## config.mk

```make
export PLATFORM = sky130hd
export DESIGN_NAME = cmpl_join
export DESIGN_NICKNAME = d
export VERILOG_FILES = /design/src/rtl/cmpl_join_pkg.sv /design/src/rtl/cj_report_check.sv /design/src/rtl/cj_err_pick.sv /design/src/rtl/cmpl_join.sv
export SDC_FILE = /design/constraint.sdc
export NUM_CORES = 1
export LEC_CHECK = 0
export BUFFER_PORTS_ARGS = -buffer_cell sky130_fd_sc_hd__buf_2
export CAP_MARGIN = 30
export CELL_PAD_IN_SITES_DETAIL_PLACEMENT = 1
export CELL_PAD_IN_SITES_GLOBAL_PLACEMENT = 1
export CORE_MARGIN = 4
export CORE_UTILIZATION = 41
export CTS_CLUSTER_DIAMETER = 80
export CTS_CLUSTER_SIZE = 8
export DETAILED_ROUTE_END_ITERATION = 6
export GPL_ROUTABILITY_DRIVEN = 1
export GPL_TIMING_DRIVEN = 0
export PLACE_DENSITY = 0.75
export SETUP_SLACK_MARGIN = 0.5
export SYNTH_ARGS = -nofsm -noshare
export SYNTH_HDL_FRONTEND = slang
export SYNTH_HIERARCHICAL = 1
export SYNTH_SLANG_ARGS = --single-unit
```

## constraint.sdc

```tcl
create_clock -name clk -period 4.39 [get_ports clk]
set_input_delay 0.878 -clock clk [delete_from_list [all_inputs] [get_ports clk]]
set_output_delay 0.878 -clock clk [all_outputs]
set_load 0.02 [all_outputs]
```

## src/rtl/cmpl_join_pkg.sv

```systemverilog
package cmpl_join_pkg;
  typedef enum logic [1:0] {
    ST_IDLE = 2'd0,
    ST_BUSY = 2'd1,
    ST_HOLD = 2'd2
  } cj_state_e;
endpackage

```

## src/rtl/cj_report_check.sv

```systemverilog
module cj_report_check #(
  parameter int N_TGT = 4,
  parameter int TAG_W = 8,
  parameter int ERR_W = 4,
  parameter int SRC_W = 2
) (
  input  logic             rpt_valid,
  input  logic [TAG_W-1:0] rpt_tag,
  input  logic [SRC_W-1:0] rpt_src,
  input  logic             rpt_ok,
  input  logic [ERR_W-1:0] rpt_err,
  input  logic [TAG_W-1:0] cur_tag,
  input  logic [N_TGT-1:0] pending,
  input  logic             open,
  output logic [N_TGT-1:0] hit_vec,
  output logic             bad,
  output logic             fail
);
  logic [N_TGT-1:0] src_oh;
  logic             code_sane;
  logic             legal;

  for (genvar g = 0; g < N_TGT; g++) begin : g_dec
    assign src_oh[g] = (rpt_src == SRC_W'(g));
  end

  assign code_sane = rpt_ok ? (rpt_err == '0) : (rpt_err != '0);
  assign legal = rpt_valid && open && (rpt_tag == cur_tag)
              && ((src_oh & pending) != '0) && code_sane;
  assign hit_vec = legal ? src_oh : '0;
  assign bad     = rpt_valid && !legal;
  assign fail    = legal && !rpt_ok;
endmodule

```

## src/rtl/cj_err_pick.sv

```systemverilog
module cj_err_pick #(
  parameter int N_TGT = 4,
  parameter int ERR_W = 4
) (
  input  logic             clk,
  input  logic             clear,
  input  logic [N_TGT-1:0] hit_vec,
  input  logic             fail,
  input  logic [ERR_W-1:0] rpt_err,
  output logic             any_fail,
  output logic [ERR_W-1:0] pick_err
);
  logic [N_TGT-1:0] fail_q;
  logic [N_TGT-1:0] fail_n;
  logic [ERR_W-1:0] err_q [N_TGT];
  logic [ERR_W-1:0] err_n [N_TGT];

  for (genvar g = 0; g < N_TGT; g++) begin : g_slot
    assign fail_n[g] = fail_q[g] | (hit_vec[g] & fail);
    assign err_n[g]  = hit_vec[g] ? rpt_err : err_q[g];

    always_ff @(posedge clk) begin
      if (clear) fail_q[g] <= 1'b0;
      else       fail_q[g] <= fail_n[g];
      if (hit_vec[g] && fail) err_q[g] <= rpt_err;
    end
  end

  assign any_fail = (fail_n != '0);

  always_comb begin
    pick_err = '0;
    for (int i = N_TGT - 1; i >= 0; i--) begin
      if (fail_n[i]) pick_err = err_n[i];
    end
  end
endmodule

```

## src/rtl/cmpl_join.sv

```systemverilog
module cmpl_join
  import cmpl_join_pkg::*;
#(
  parameter int N_TGT = 4,
  parameter int TAG_W = 8,
  parameter int ERR_W = 4,
  localparam int SRC_W = (N_TGT > 1) ? $clog2(N_TGT) : 1
) (
  input  logic             clk,
  input  logic             rst,
  input  logic             launch_valid,
  output logic             launch_ready,
  input  logic [TAG_W-1:0] launch_tag,
  input  logic [N_TGT-1:0] launch_mask,
  input  logic             launch_collect,
  input  logic             rpt_valid,
  input  logic [TAG_W-1:0] rpt_tag,
  input  logic [SRC_W-1:0] rpt_src,
  input  logic             rpt_ok,
  input  logic [ERR_W-1:0] rpt_err,
  output logic             res_valid,
  input  logic             res_ready,
  output logic [TAG_W-1:0] res_tag,
  output logic             res_ok,
  output logic [ERR_W-1:0] res_err,
  output logic             proto_err
);
  cj_state_e        state_q;
  logic [TAG_W-1:0] tag_q;
  logic [N_TGT-1:0] pend_q;
  logic             collect_q;
  logic             drain_q;

  logic             busy;
  logic             open_w;
  logic             launch_go;
  logic [N_TGT-1:0] hit_vec;
  logic             rpt_bad;
  logic             rpt_fail;
  logic [N_TGT-1:0] pend_after;
  logic             ff_trip;
  logic             all_in;
  logic             any_fail;
  logic [ERR_W-1:0] pick_err;
  logic             nxt_ok;
  logic [ERR_W-1:0] nxt_err;

  assign busy         = (state_q == ST_BUSY);
  assign open_w       = busy || drain_q;
  assign launch_ready = (state_q == ST_IDLE);
  assign launch_go    = launch_valid && launch_ready;

  cj_report_check #(
    .N_TGT(N_TGT), .TAG_W(TAG_W), .ERR_W(ERR_W), .SRC_W(SRC_W)
  ) u_check (
    .rpt_valid(rpt_valid),
    .rpt_tag  (rpt_tag),
    .rpt_src  (rpt_src),
    .rpt_ok   (rpt_ok),
    .rpt_err  (rpt_err),
    .cur_tag  (tag_q),
    .pending  (pend_q),
    .open     (open_w),
    .hit_vec  (hit_vec),
    .bad      (rpt_bad),
    .fail     (rpt_fail)
  );

  cj_err_pick #(
    .N_TGT(N_TGT), .ERR_W(ERR_W)
  ) u_pick (
    .clk     (clk),
    .clear   (rst || launch_go),
    .hit_vec (hit_vec),
    .fail    (rpt_fail && busy),
    .rpt_err (rpt_err),
    .any_fail(any_fail),
    .pick_err(pick_err)
  );

  assign pend_after = pend_q & ~hit_vec;
  assign ff_trip    = busy && rpt_fail && !collect_q;
  assign all_in     = busy && (pend_after == '0);
  assign nxt_ok     = ff_trip ? 1'b0 : !any_fail;
  assign nxt_err    = ff_trip ? rpt_err : (any_fail ? pick_err : '0);

  always_ff @(posedge clk) begin
    if (rst) begin
      state_q   <= ST_IDLE;
      tag_q     <= '0;
      pend_q    <= '0;
      collect_q <= 1'b0;
      drain_q   <= 1'b0;
      res_valid <= 1'b0;
      res_tag   <= '0;
      res_ok    <= 1'b0;
      res_err   <= '0;
      proto_err <= 1'b0;
    end else begin
      proto_err <= proto_err | rpt_bad;
      pend_q    <= pend_after;
      case (state_q)
        ST_IDLE: begin
          if (launch_valid) begin
            tag_q     <= launch_tag;
            pend_q    <= launch_mask;
            collect_q <= launch_collect;
            drain_q   <= 1'b0;
            state_q   <= ST_BUSY;
          end
        end
        ST_BUSY: begin
          if (ff_trip || all_in) begin
            res_valid <= 1'b1;
            res_tag   <= tag_q;
            res_ok    <= nxt_ok;
            res_err   <= nxt_err;
            drain_q   <= ff_trip;
            state_q   <= ST_HOLD;
          end
        end
        ST_HOLD: begin
          if (res_ready) begin
            res_valid <= 1'b0;
            state_q   <= ST_IDLE;
          end
        end
        default: state_q <= ST_IDLE;
      endcase
    end
  end
endmodule

```

# --- After elaboration in Yosys (flattened, before gate mapping) ---
# Memory sizes are Yosys's and may differ from the RTL's.
# Cells that the tools add are included.
classes:
  eq_ne: 9
  n_mux: 42
  bitwise: 12
  n_reduce_logical: 38
op_table:
  columns: ["cell", "n"]
  rows:
  - ["4-bit two-way mux", 16]
  - ["1-bit two-way mux", 17]
  - ["1-bit logical AND", 14]
  - ["2-bit two-way mux", 6]
  - ["4-bit nonzero test", 3]
  - ["4-bit OR reduction", 3]
  - ["3-bit AND reduction", 3]
  - ["4-bit AND", 2]
  - ["8-bit equality test", 1]
  - ["4-bit zero test", 2]
  - ["2-bit equality test (second input constant)", 3]
  - ["2-bit case mux with 3 select lines", 1]
  - ["1-bit OR", 5]
  - ["1-bit AND", 4]
  - ["2-bit by 1-bit equality test with 1-bit output (second input constant)", 2]
  - ["1-bit zero test", 4]
  - ["2-bit zero test", 2]
  - ["2-bit inequality test (second input constant)", 2]
  - ["4-bit NOT", 1]
  - ["1-bit case mux with 2 select lines", 2]
  - ["2-bit AND reduction", 2]
  - ["2-bit nonzero test", 2]
  - ["1-bit logical OR", 3]
  - ["2-bit by 1-bit inequality test with 1-bit output (second input constant)", 1]
totals:
  ff_bits: 35
  ramBits: 16
  inputBits: 33
  out_inout_bits: 16
  memories: 1
mem_list:
  columns: ["name", "depth", "word_bits", "rd", "rd_clocked_by_memory_dff", "wr", "line_no", "text"]
  rows:
  - ["u_pick.err_q", 4, 4, 4, 0, 1, "cj_err_pick.sv:15", "logic [ERR_W-1:0] err_q [N_TGT];"]

# --- Longest topological paths before layout ---
# Gate-level depths: netlist of the first run.
depth:
  word_depth: 16
  mapped_depth: 14
  depth_no_buf: 12

# --- Cells and area by module ---
# Netlist of the first run, hierarchy kept.
by_module_without_submodules:
  columns: ["module", "instances", "cells_per_inst", "area_each_um2", "seq_area_each_um2"]
  rows:
  - ["cmpl_join", 1, 150, 1266.2, 620.6]
  - ["cj_err_pick", 1, 82, 973.4, 560.5]
  - ["cj_report_check", 1, 23, 207.7, 0.0]

# --- Worst setup path before layout of the first run ---
# No wires, ideal clock.
synth_timing:
  path_kind: "input -> register"
  start: "in rpt_err[1]"
  end: "reg res_err[2]"
  setup_time_ns: 0.138
  t_arrival_ns: 3.438
  required_time_ns: 4.252
  path_slack_ns: 0.814
  path_stages: 9
  n_path_buf: 0
  path_cell_list: "nor4_1 > xnor2_1 > nand4_1 > nor3_1 > mux2_2 > a211oi_1 > a2111oi_2 > a2111oi_0 > nor4_2"
synth_via:
  elab_cells_between_ends: 33
  cone_classes: "mux: 12; bitwise: 10; reduce/logical: 11"
synth_lines:
  columns: ["element", "line_no", "text"]
  rows:
  - ["start: declaration", "cmpl_join.sv:20", "input logic [ERR_W-1:0] rpt_err,"]
  - ["4-bit nonzero test or 4-bit zero test (tied branches)", "cj_report_check.sv:27", "assign code_sane = rpt_ok ? (rpt_err == '0) : (rpt_err != '0);"]
  - ["1-bit two-way mux *", "cj_report_check.sv:27", null]
  - ["1-bit logical AND *", "cj_report_check.sv:29", "&& ((src_oh & pending) != '0) && code_sane;"]
  - ["4-bit two-way mux *", "cj_report_check.sv:30", "assign hit_vec = legal ? src_oh : '0;"]
  - ["via hit_vec[3]", "cmpl_join.sv:37", "logic [N_TGT-1:0] hit_vec;"]
  - ["1-bit AND", "cj_err_pick.sv:19", "assign fail_n[g] = fail_q[g] | (hit_vec[g] & fail);"]
  - ["1-bit OR", "cj_err_pick.sv:19", null]
  - ["4-bit two-way mux * (4 in series)", "cj_err_pick.sv:34", "if (fail_n[i]) pick_err = err_n[i];"]
  - ["via pick_err[2]", "cmpl_join.sv:44", "logic [ERR_W-1:0] pick_err;"]
  - ["4-bit two-way mux * (2 in series)", "cmpl_join.sv:85", "assign nxt_err = ff_trip ? rpt_err : (any_fail ? pick_err : '0);"]
  - ["end signal: assignment", "cmpl_join.sv:117", "res_err <= nxt_err;"]
  - ["end: declaration", "cmpl_join.sv:25", "output logic [ERR_W-1:0] res_err,"]
# Mark *: on every way through the listed nets, which the timed path passes. The rest lies on a longest branch.
# A chain may end at the register's enable or synchronous reset.

# --- Worst setup path after layout of the first run ---
# Ends and elaborated chain as after synthesis.

==> results_dict.tcl, run 1 <==
set metrics [dict create \
    cts-root-buf "clkbuf_8" \
    syn_nets 288 \
    slew_violations 0 \
    switching_power_uw 264 \
    rows 27 \
    synth_top_area_share 0.286 \
    path_delay_family "compound AO/OA/AOI/OAI gates" \
    synth_warnings 6 \
    yosysSeqAreaShare 0.483 \
    max_freq_mhz 274 \
    areaGrowthSynthToFinish_pct 19.0 \
    cp-start-kind "input pin" \
    drc_errors 0 \
    fin_cells 385 \
    routedWlPerCell_um 17.2 \
    async_flop_share 0 \
    clk_latency_ns 0.31 \
    fin_skew_ns 0.0101 \
    insertedDiodeCount 0 \
    power_frac_clock 0.283 \
    firstDrtPassIters 4 \
    dpl.hpwl_um 4970 \
    clock-sinks 51 \
    drive_gt1_frac 0.284 \
    powerDensity_nw_per_um2 321 \
    drt_iter0_drc 79 \
    synth_ff_type "dfxtp_1" \
    rsz0062_at_grt "no" \
    syn_area_per_cell_um2 9.60 \
    die_h_um 85.3 \
    yosys-top-cells-area "dfxtp_1 (29%), edfxtp_1 (20%), a21oi_1 (6.3%)" \
    clk_pin_slew_ns 0.10 \
    grt_overflow 0 \
    vias_per_cell 5.49 \
    final_util 0.516 \
    cp_num_buf_inv 3 \
    synth_commonest_cells "dfxtp_1 (35), nand2_1 (32), a21oi_1 (31)" \
    grt_pass1_wl_um 10600 \
    slowest_stage "a2111oi_0" \
    min_path_type "reg -> reg" \
    grt_pass1_vias 2103 \
    seqPwrFrac 0.552 \
    antenna_found_initial 0 \
    drt_wl_total_um 6620 \
    p_leak_uw 0.00109 \
    cts_made_buffers 5 \
    ios 49 \
    fin_crit_sh 0.832 \
    netlist_instances 255 \
    period_needed_ns 3.65 \
    initial_core_util 0.434 \
    arrival_ns 3.83 \
    die-area_um2 7270 \
    p_comb_frac 0.165 \
    status "completed" \
    max_cap_violations 0 \
    die_w_um 85.3 \
    setup_viol 0 \
    gp_congestion 0.811 \
    tightest_slew_ns 0.701 \
    holdBufCountCts 0 \
    hold_violations 0 \
    htreeDepth 2 \
    grtUsageTotal 0.187 \
    critPathMaxStageDelay_ns 0.55 \
    ir_worst_vdd_v 0.000177 \
    syn_area_um2 2450 \
    core_area_um2 5640 \
    clock_path_buffers 2 \
    crit_chain "buf_2, nor4_1, xnor2_1, nand4_1, buf_4, buf_12, nor3_4, mux2_2, a211oi_1, a2111oi_2, a2111oi_0, nor4_2" \
    cts_tree "done" \
    grt_max_degree 15 \
    synthMostInstantiatedCell "dfxtp_1" \
    synth_seq_cells 51 \
    dp_cells 375 \
    yosysTopAreaCell "dfxtp_1" \
    crit_type "in -> reg" \
    crit_required_ns 4.57 \
    synth_edf_count 16 \
    final_antenna_net_count 0 \
    intPower_uw 673 \
    nets 345 \
    swShare 0.281 \
    portBuffers 48 \
    slew_headroom 0.530 \
    dr_total_vias 2112 \
    crit_fanout 10 \
    crit_path_end_kind "flip-flop" \
    ys_types 49 \
]
## worst min-delay path, cell delays in order (launching register included)
cell,delay [ns]
dfxtp_1,0.32
nand2_1,0.05
a21oi_1,0.05
## metrics by stage
| stage | TNS, ns | total power (uW) | instance area [um2] | hold WS, ns | setup WS, ns |
|---|---|---|---|---|---|
| CTS | 0 | 938 | 2860 | 0.461 | 0.568 |
| global placement | 0 | 674 | 2780 | 0.445 | 0.00827 |
| detailed placement | -0.00452 | 677 | 2780 | 0.447 | -0.00452 |
| finish | 0 | 936 | 2910 | 0.457 | 0.739 |
| global route | 0 | 978 | 2910 | 0.485 | 0.481 |
| floorplan | 0 | 617 | 2450 | 0.432 | 0.814 |
## flip-flops by register name (all words and copies together), names as in the netlist, 2 cells and up
signal / cells
tag_q: 8
state_q: 2
u_pick/err_q: 16
u_pick/fail_q: 4
res_err: 4
pend_q: 4
res_tag: 8
## power groups by stage
stage	registers, uW	logic, uW	clock network, uW
2_1_floorplan	534	82.8	0
3_3_place_gp	527	147	0
3_5_place_dp	528	149	0
4_1_cts	517	151	271
5_1_grt	520	171	287
6_report	517	154	265
## what timing repair did
item,in CTS,in global routing
setup endpoints to repair,3,4
pin swaps,0,1
buffers inserted,0,2
gates resized for setup,1,6
hold endpoints to repair,0,0
## kinds of logic after synthesis
logic type	after synthesis	synth area share
AO/OA/AOI/OAI	66	0.171
buffers and inverters	14	0.0307
AND/OR/NAND/NOR	106	0.238
flip-flops	51	0.483
multiplexers	9	0.0455
XOR/XNOR	9	0.0322
## layout by cell type, fill, tap and decap left out, types with 2 or more instances in the layout
cell,count
nand3_1,8
nand2b_2,4
o22ai_1,3
buf_4,4
a211oi_1,7
nand2b_1,2
buf_2,51
and2b_2,2
clkbuf_8,5
nor3_1,4
a2111oi_2,2
nand2_1,32
nor4_2,2
dfxtp_1,35
nor4_1,5
xnor2_1,5
nand4_1,2
mux2i_1,4
nor2_1,26
a21oi_1,31
clkbuf_1,7
mux2_2,4
o21ai_0,11
a2111oi_1,2
o32ai_1,3
xor2_1,4
nand3b_1,2
and2_1,4
inv_1,2
edfxtp_1,16
nor3_4,2
## final cells by class
type,count,area (um2)
tap,72,90.1
clock buffer,7,76.3
buffer,12,67.6
timing repair buffer,50,268
clock inverter,1,5.00
multi-input combinational,190,1220
inverter,2,7.51
fill,679,2730
sequential,51,1180
## layer usage
layer | up-vias | track usage | share of wire
met5 | - | 0 | 0
met2 | 46 | 0.292 | 0.47
li1 | 1045 | - | -
met4 | 0 | 0.0662 | 0.018
met1 | 1012 | 0.257 | 0.48
met3 | 9 | 0.0379 | 0.037
## path summary, 6_finish.rpt
kind / slack, ns / start / endpoint / cells after the start
min reg2reg: 0.46 / res_valid / res_valid / 2
max reg2reg: 0.90 / state_q[1] / res_err[1] / 13
max: 0.74 / rpt_err[1] / res_err[2] / 12
min: 0.46 / res_valid / res_valid / 2
No activity file was read; power rests on OpenSTA's default activity.
==> run 2, diff against run 1 <==
--- a/config.mk
+++ b/config.mk
@@ -5,18 +5,19 @@
 export SDC_FILE = /design/constraint.sdc
 export NUM_CORES = 1
 export LEC_CHECK = 0
+export ABC_AREA = 1
 export BUFFER_PORTS_ARGS = -buffer_cell sky130_fd_sc_hd__buf_2
 export CAP_MARGIN = 30
 export CELL_PAD_IN_SITES_DETAIL_PLACEMENT = 1
 export CELL_PAD_IN_SITES_GLOBAL_PLACEMENT = 1
 export CORE_MARGIN = 4
-export CORE_UTILIZATION = 41
+export CORE_UTILIZATION = 36
 export CTS_CLUSTER_DIAMETER = 80
 export CTS_CLUSTER_SIZE = 8
 export DETAILED_ROUTE_END_ITERATION = 6
 export GPL_ROUTABILITY_DRIVEN = 1
 export GPL_TIMING_DRIVEN = 0
-export PLACE_DENSITY = 0.75
+export PLACE_DENSITY = 0.73
 export SETUP_SLACK_MARGIN = 0.5
 export SYNTH_ARGS = -nofsm -noshare
 export SYNTH_HDL_FRONTEND = slang
==> constraint.sdc (replaced) <==
create_clock -name clk -period 3.3 [get_ports clk]
set_input_delay 0.66 -clock clk [delete_from_list [all_inputs] [get_ports clk]]
set_output_delay 0.66 -clock clk [all_outputs]
set_load 0.02 [all_outputs]
==> results_dict.tcl, run 2 <==
set metrics [dict create \
    grt_max_degree 16 \
    dpl.hpwl_um 5820 \
    synthMostInstantiatedCell "nand2_1" \
    period_needed_ns 2.58 \
    cts_made_buffers 5 \
    synth_seq_cells 51 \
    slew_headroom 0.625 \
    largestRegisters "u_pick/err_q (16), res_tag (8), tag_q (8)" \
    final_cell_area_um2 3380 \
    final_antenna_net_count 0 \
    final_cell_mix "nand2_1 (123), nor2_1 (71), inv_1 (56), buf_2 (48), dfxtp_1 (34)" \
    synth_top_area_share 0.249 \
    clock_path_buffers 2 \
    max_cap_violations 0 \
    synth_ff_type "dfxtp_1" \
    finalSetupTns_ns 0 \
    gp_congestion 0.771 \
    core_area_um2 7410 \
    htreeDepth 2 \
    antenna_found_initial 0 \
    largest_register_ffs 16 \
    tightest_slew_ns 0.562 \
    max_freq_mhz 387 \
    cts-root-buf "clkbuf_8" \
    die_w_um 96.4 \
    yosysTopAreaCell "dfxtp_1" \
    synth_commonest_cells "nand2_1 (123), nor2_1 (76), inv_1 (56)" \
    drc_errors 0 \
    drive_gt1_frac 0.235 \
    fin_cells 567 \
    cts_tree "done" \
    ir_worst_vdd_v 0.000175 \
    crit_type "reg -> reg" \
    p_leak_uw 0.00168 \
    regMostFlops "u_pick/err_q" \
    grt_pass1_wl_um 12600 \
    fin_crit_sh 0.783 \
    setup_viol 0 \
    grt_pass1_vias 2640 \
    grtUsageTotal 0.178 \
    final_common_cell "nand2_1" \
    async_flop_share 0 \
    insertedDiodeCount 0 \
    dp_cells 555 \
    rsz0062_at_grt "no" \
    nets 500 \
    netlist_instances 408 \
    powerDensity_nw_per_um2 418 \
    syn_nets 441 \
    status "completed" \
    arrival_ns 2.79 \
    ios 49 \
    yosys-top-cells-area "dfxtp_1 (25%), edfxtp_1 (17%), nand2_1 (16%)" \
    synth_warnings 6 \
    portBuffers 48 \
    grt_overflow 0 \
    crit_required_ns 3.50 \
    cp-start-kind "flip-flop" \
    die_h_um 96.4 \
    drt_wl_total_um 7570 \
    vias_per_cell 4.57 \
    yosysSeqAreaShare 0.420 \
    hold_violations 0 \
    holdBufCountCts 0 \
    clk_pin_slew_ns 0.09 \
    ys_types 31 \
    firstDrtPassIters 4 \
    die-area_um2 9290 \
    slew_violations 0 \
    dpl-instance-area_um2 3180 \
    initial_core_util 0.379 \
    crit_fanout 10 \
    routedWlPerCell_um 13.4 \
    clk_latency_ns 0.31 \
    areaGrowthSynthToFinish_pct 20.2 \
    clock-sinks 51 \
    dr_total_vias 2592 \
    syn_area_per_cell_um2 6.89 \
    syn_area_um2 2810 \
    min_path_type "reg -> reg" \
    drt_iter0_drc 94 \
    fin_skew_ns 0.0122 \
    rows 31 \
    crit_path_end_kind "flip-flop" \
    synth_edf_count 16 \
]
run 2: cell count changes after synthesis, moves of 6 or more:
cell | previous run | this run
a211oi_1 | 7 | 0
a21oi_1 | 31 | 12
inv_1 | 2 | 56
nand2_1 | 32 | 123
nand2_2 | 0 | 13
nand3_1 | 8 | 17
nor2_1 | 26 | 76
nor4_1 | 6 | 0
o21ai_0 | 11 | 18
run 2: report_power, final:
part	switching, uW	internal (uW)
Combinational	198	108
Sequential	32.4	689
Clock	214	170
Total	444	967
run 2: layout make-up:
class                           count  area, um2
Buffer                              8       72.6
Clock buffer                        7       86.3
Clock inverter                      1       5.00
Fill cell                        1001       4030
Inverter                           65        254
Multi-Input combinational cell    284       1360
Sequential cell                    51       1180
Tap cell                           99        124
Timing Repair Buffer               52        295
run 2: through the flow:
step,worst slack (ns),power (uW),hold WS [ns],util
final,0.718,1410,0.490,0.456
after CTS,0.554,1430,0.480,0.450
after global placement,0.262,1030,0.460,0.429
after detailed placement,0.216,1040,0.456,0.429
after floorplan,0.993,931,0.446,-
after global routing,0.535,1510,0.518,0.456
run 2: routing by layer:
metal | vias up | track usage | wire, um
met5 | - | 0 | 0
met4 | 0 | 0.0526 | 96
met3 | 8 | 0.0263 | 219
met2 | 38 | 0.294 | 3530
met1 | 1187 | 0.241 | 3730
li1 | 1359 | - | -
run 2: logic make-up (layout without fill, tap and decap cells):
logic type | after synthesis | in the layout | synth area share
simple gates | 247 | 247 | 0.387
mux | 4 | 4 | 0.0160
compound gates | 33 | 33 | 0.0605
flops | 51 | 51 | 0.420
buf+inv | 73 | 133 | 0.116
run 2: critical path, stage by stage, from the launching register on:
cell	delay [ns]
dfxtp_4	0.38
inv_2	0.05
nor2_4	0.10
or2_2	0.14
nand2_1	0.07
a21oi_2	0.12
nand3_2	0.09
nor2_4	0.14
nand3_4	0.10
buf_12	0.15
nor2_4	0.19
inv_1	0.06
nand2_1	0.12
nand3_2	0.11
nor2_4	0.18
nor2_8	0.07
buf_6	0.15
nor2_2	0.16
nor2_1	0.07
run 2: timing repair:
action | 4_1_cts | 5_1_grt
resized for setup | 9 | 6
buffers inserted | 3 | 1
endpoints found under the setup margin | 14 | 8
pin swaps | 2 | 1
run 2: worst paths after layout:
path | startpoint | endpoint | slack [ns] | cells past startpoint
worst max-delay path | state_q[0] | res_tag[3] | 0.72 | 18
worst min-delay path | res_ok | res_ok | 0.49 | 2
worst max register to register | state_q[0] | res_tag[3] | 0.72 | 18
worst min register to register | res_ok | res_ok | 0.49 | 2
==> run 3, diff against run 2 <==
--- a/config.mk
+++ b/config.mk
@@ -5,19 +5,19 @@
 export SDC_FILE = /design/constraint.sdc
 export NUM_CORES = 1
 export LEC_CHECK = 0
-export ABC_AREA = 1
+export ABC_AREA = 0
 export BUFFER_PORTS_ARGS = -buffer_cell sky130_fd_sc_hd__buf_2
 export CAP_MARGIN = 30
 export CELL_PAD_IN_SITES_DETAIL_PLACEMENT = 1
 export CELL_PAD_IN_SITES_GLOBAL_PLACEMENT = 1
 export CORE_MARGIN = 4
-export CORE_UTILIZATION = 36
+export CORE_UTILIZATION = 41
 export CTS_CLUSTER_DIAMETER = 80
 export CTS_CLUSTER_SIZE = 8
 export DETAILED_ROUTE_END_ITERATION = 6
 export GPL_ROUTABILITY_DRIVEN = 1
 export GPL_TIMING_DRIVEN = 0
-export PLACE_DENSITY = 0.73
+export PLACE_DENSITY = 0.75
 export SETUP_SLACK_MARGIN = 0.5
 export SYNTH_ARGS = -nofsm -noshare
 export SYNTH_HDL_FRONTEND = slang
==> constraint.sdc (replaced) <==
create_clock -name clk -period 2.6 [get_ports clk]
set_input_delay 0.52 -clock clk [delete_from_list [all_inputs] [get_ports clk]]
set_output_delay 0.52 -clock clk [all_outputs]
set_load 0.02 [all_outputs]
==> results_dict.tcl, run 3 (synthesis gave the netlist of run 1 again) <==
set metrics [dict create \
    status "finished, violations left" \
    violations "negative setup slack" \
    clk_pin_slew_ns 0.10 \
    crit_type "in -> reg" \
    ir_worst_vdd_v 0.000232 \
    rsz0062_at_grt "yes" \
    fin_skew_ns 0.0130 \
    powerDensity_nw_per_um2 473 \
    areaGrowthSynthToFinish_pct 52.3 \
    final_cell_area_um2 3730 \
    grtUsageTotal 0.231 \
    drt_wl_total_um 9990 \
    htreeDepth 2 \
    dp_cells 375 \
    place_ws_ns -0.994 \
    drc_errors 0 \
    slowest_stage "a2111oi_2" \
    antenna_found_initial 0 \
    dpl-instance-area_um2 2830 \
    crit_fanout 6 \
    fin_hold_ws_ns 0.418 \
    crit_chain "buf_12, nor4_4, xnor2_1, nand4_1, buf_6, nor3_4, and2_4, buf_6, and2_4, nor3_4, a211oi_2, a211oi_2, a2111oi_2, nor4_1" \
    slew_violations 0 \
    drive_gt1_frac 0.521 \
    die_h_um 85.3 \
    gp_congestion 0.792 \
    cts_made_buffers 5 \
    cp_num_buf_inv 3 \
    grt_max_degree 15 \
    grt_pass1_vias 2390 \
    critPathMaxStageDelay_ns 0.39 \
    setup_ws_ns -0.365 \
    p_leak_uw 0.00138 \
    routedWlPerCell_um 23.7 \
    final_cell_mix "buf_2 (44), buf_4 (30), nand2_1 (30), dfxtp_1 (27), a21oi_1 (26)" \
    final_antenna_net_count 0 \
    cts-root-buf "clkbuf_8" \
    path_delay_family "simple AND/OR/NAND/NOR gates" \
    cts_tree "done" \
    vias_per_cell 5.93 \
    p_total_uw 1760 \
    dpl.hpwl_um 5110 \
    min_path_type "in -> reg" \
    largestRegisters "u_pick/err_q (16), res_tag (8), tag_q (8)" \
    drt_iter0_drc 284 \
    fin_cells 421 \
    fin_crit_sh 1.14 \
    clock_path_buffers 2 \
    max_freq_mhz 337 \
    dr_total_vias 2497 \
    max_cap_violations 0 \
    grt_pass1_wl_um 12900 \
    regMostFlops "u_pick/err_q" \
    arrival_ns 3.13 \
    nets 381 \
    die-area_um2 7270 \
    core_area_um2 5640 \
    cp-start-kind "input pin" \
    crit_required_ns 2.77 \
    clock-sinks 51 \
    largest_register_ffs 16 \
    ios 49 \
    clk_latency_ns 0.31 \
    slew_headroom 0.437 \
    final_common_cell "buf_2" \
    insertedDiodeCount 0 \
    tightest_slew_ns 0.840 \
    portBuffers 48 \
    die_w_um 85.3 \
    firstDrtPassIters 4 \
    hold_violations 0 \
    initial_core_util 0.434 \
    grt_overflow 0 \
    rows 27 \
    crit_path_end_kind "flip-flop" \
    setup_viol 14 \
    period_needed_ns 2.97 \
]
==> run 3: final timing paths <==
path / start / to / slack (ns) / depth (start not counted)
worst max-delay path: rpt_err[2] / res_err[0] / -0.37 / 14
worst min-delay path: rpt_err[0] / u_pick/err_q[0][0] / 0.42 / 1
worst max register to register: state_q[1] / res_err[0] / -0.28 / 14
worst min register to register: res_valid / res_valid / 0.47 / 2
==> run 3: area by class of cell <==
type | instances | area (um2)
well taps | 72 | 90.1
inverters | 2 | 7.51
repair buffers | 85 | 639
plain buffers | 12 | 95.1
multi-input cells | 191 | 1620
clock inverters | 1 | 5.00
fillers | 610 | 1910
clock buffers | 7 | 76.3
flip-flops and latches | 51 | 1190
==> run 3: routing by layer <==
layer  vias up  part of all wire  GRT usage
li1       1123                 -          -
met1      1229              0.39      0.298
met2       120              0.51      0.391
met3        25             0.071     0.0466
met4         0             0.032     0.0633
met5         -                 0          0
==> run 3: metrics by stage <==
stage | TNS [ns] | utilization
final | -2.11 | 0.661
after global routing | -3.31 | 0.661
after CTS | -0.550 | 0.602
after detailed placement | -13.33 | 0.502
after global placement | -12.19 | 0.502
after floorplan | -0.588 | -
==> run 3: what timing repair did <==
action | 4_1_cts | 5_1_grt
endpoints found under the setup margin | 41 | 39
gates resized for setup | 73 | 43
buffers inserted | 20 | 15
pin swaps | 32 | 17
hold buffers | 0 | 0
cloned | 2 | 1
==> run 3: where the power goes <==
part	switching [uW]	leakage, uW	internal, uW
clock	273	0.0000422	190
combinational	243	0.000910	179
sequential	26.8	0.000433	851
total	543	0.00138	1220
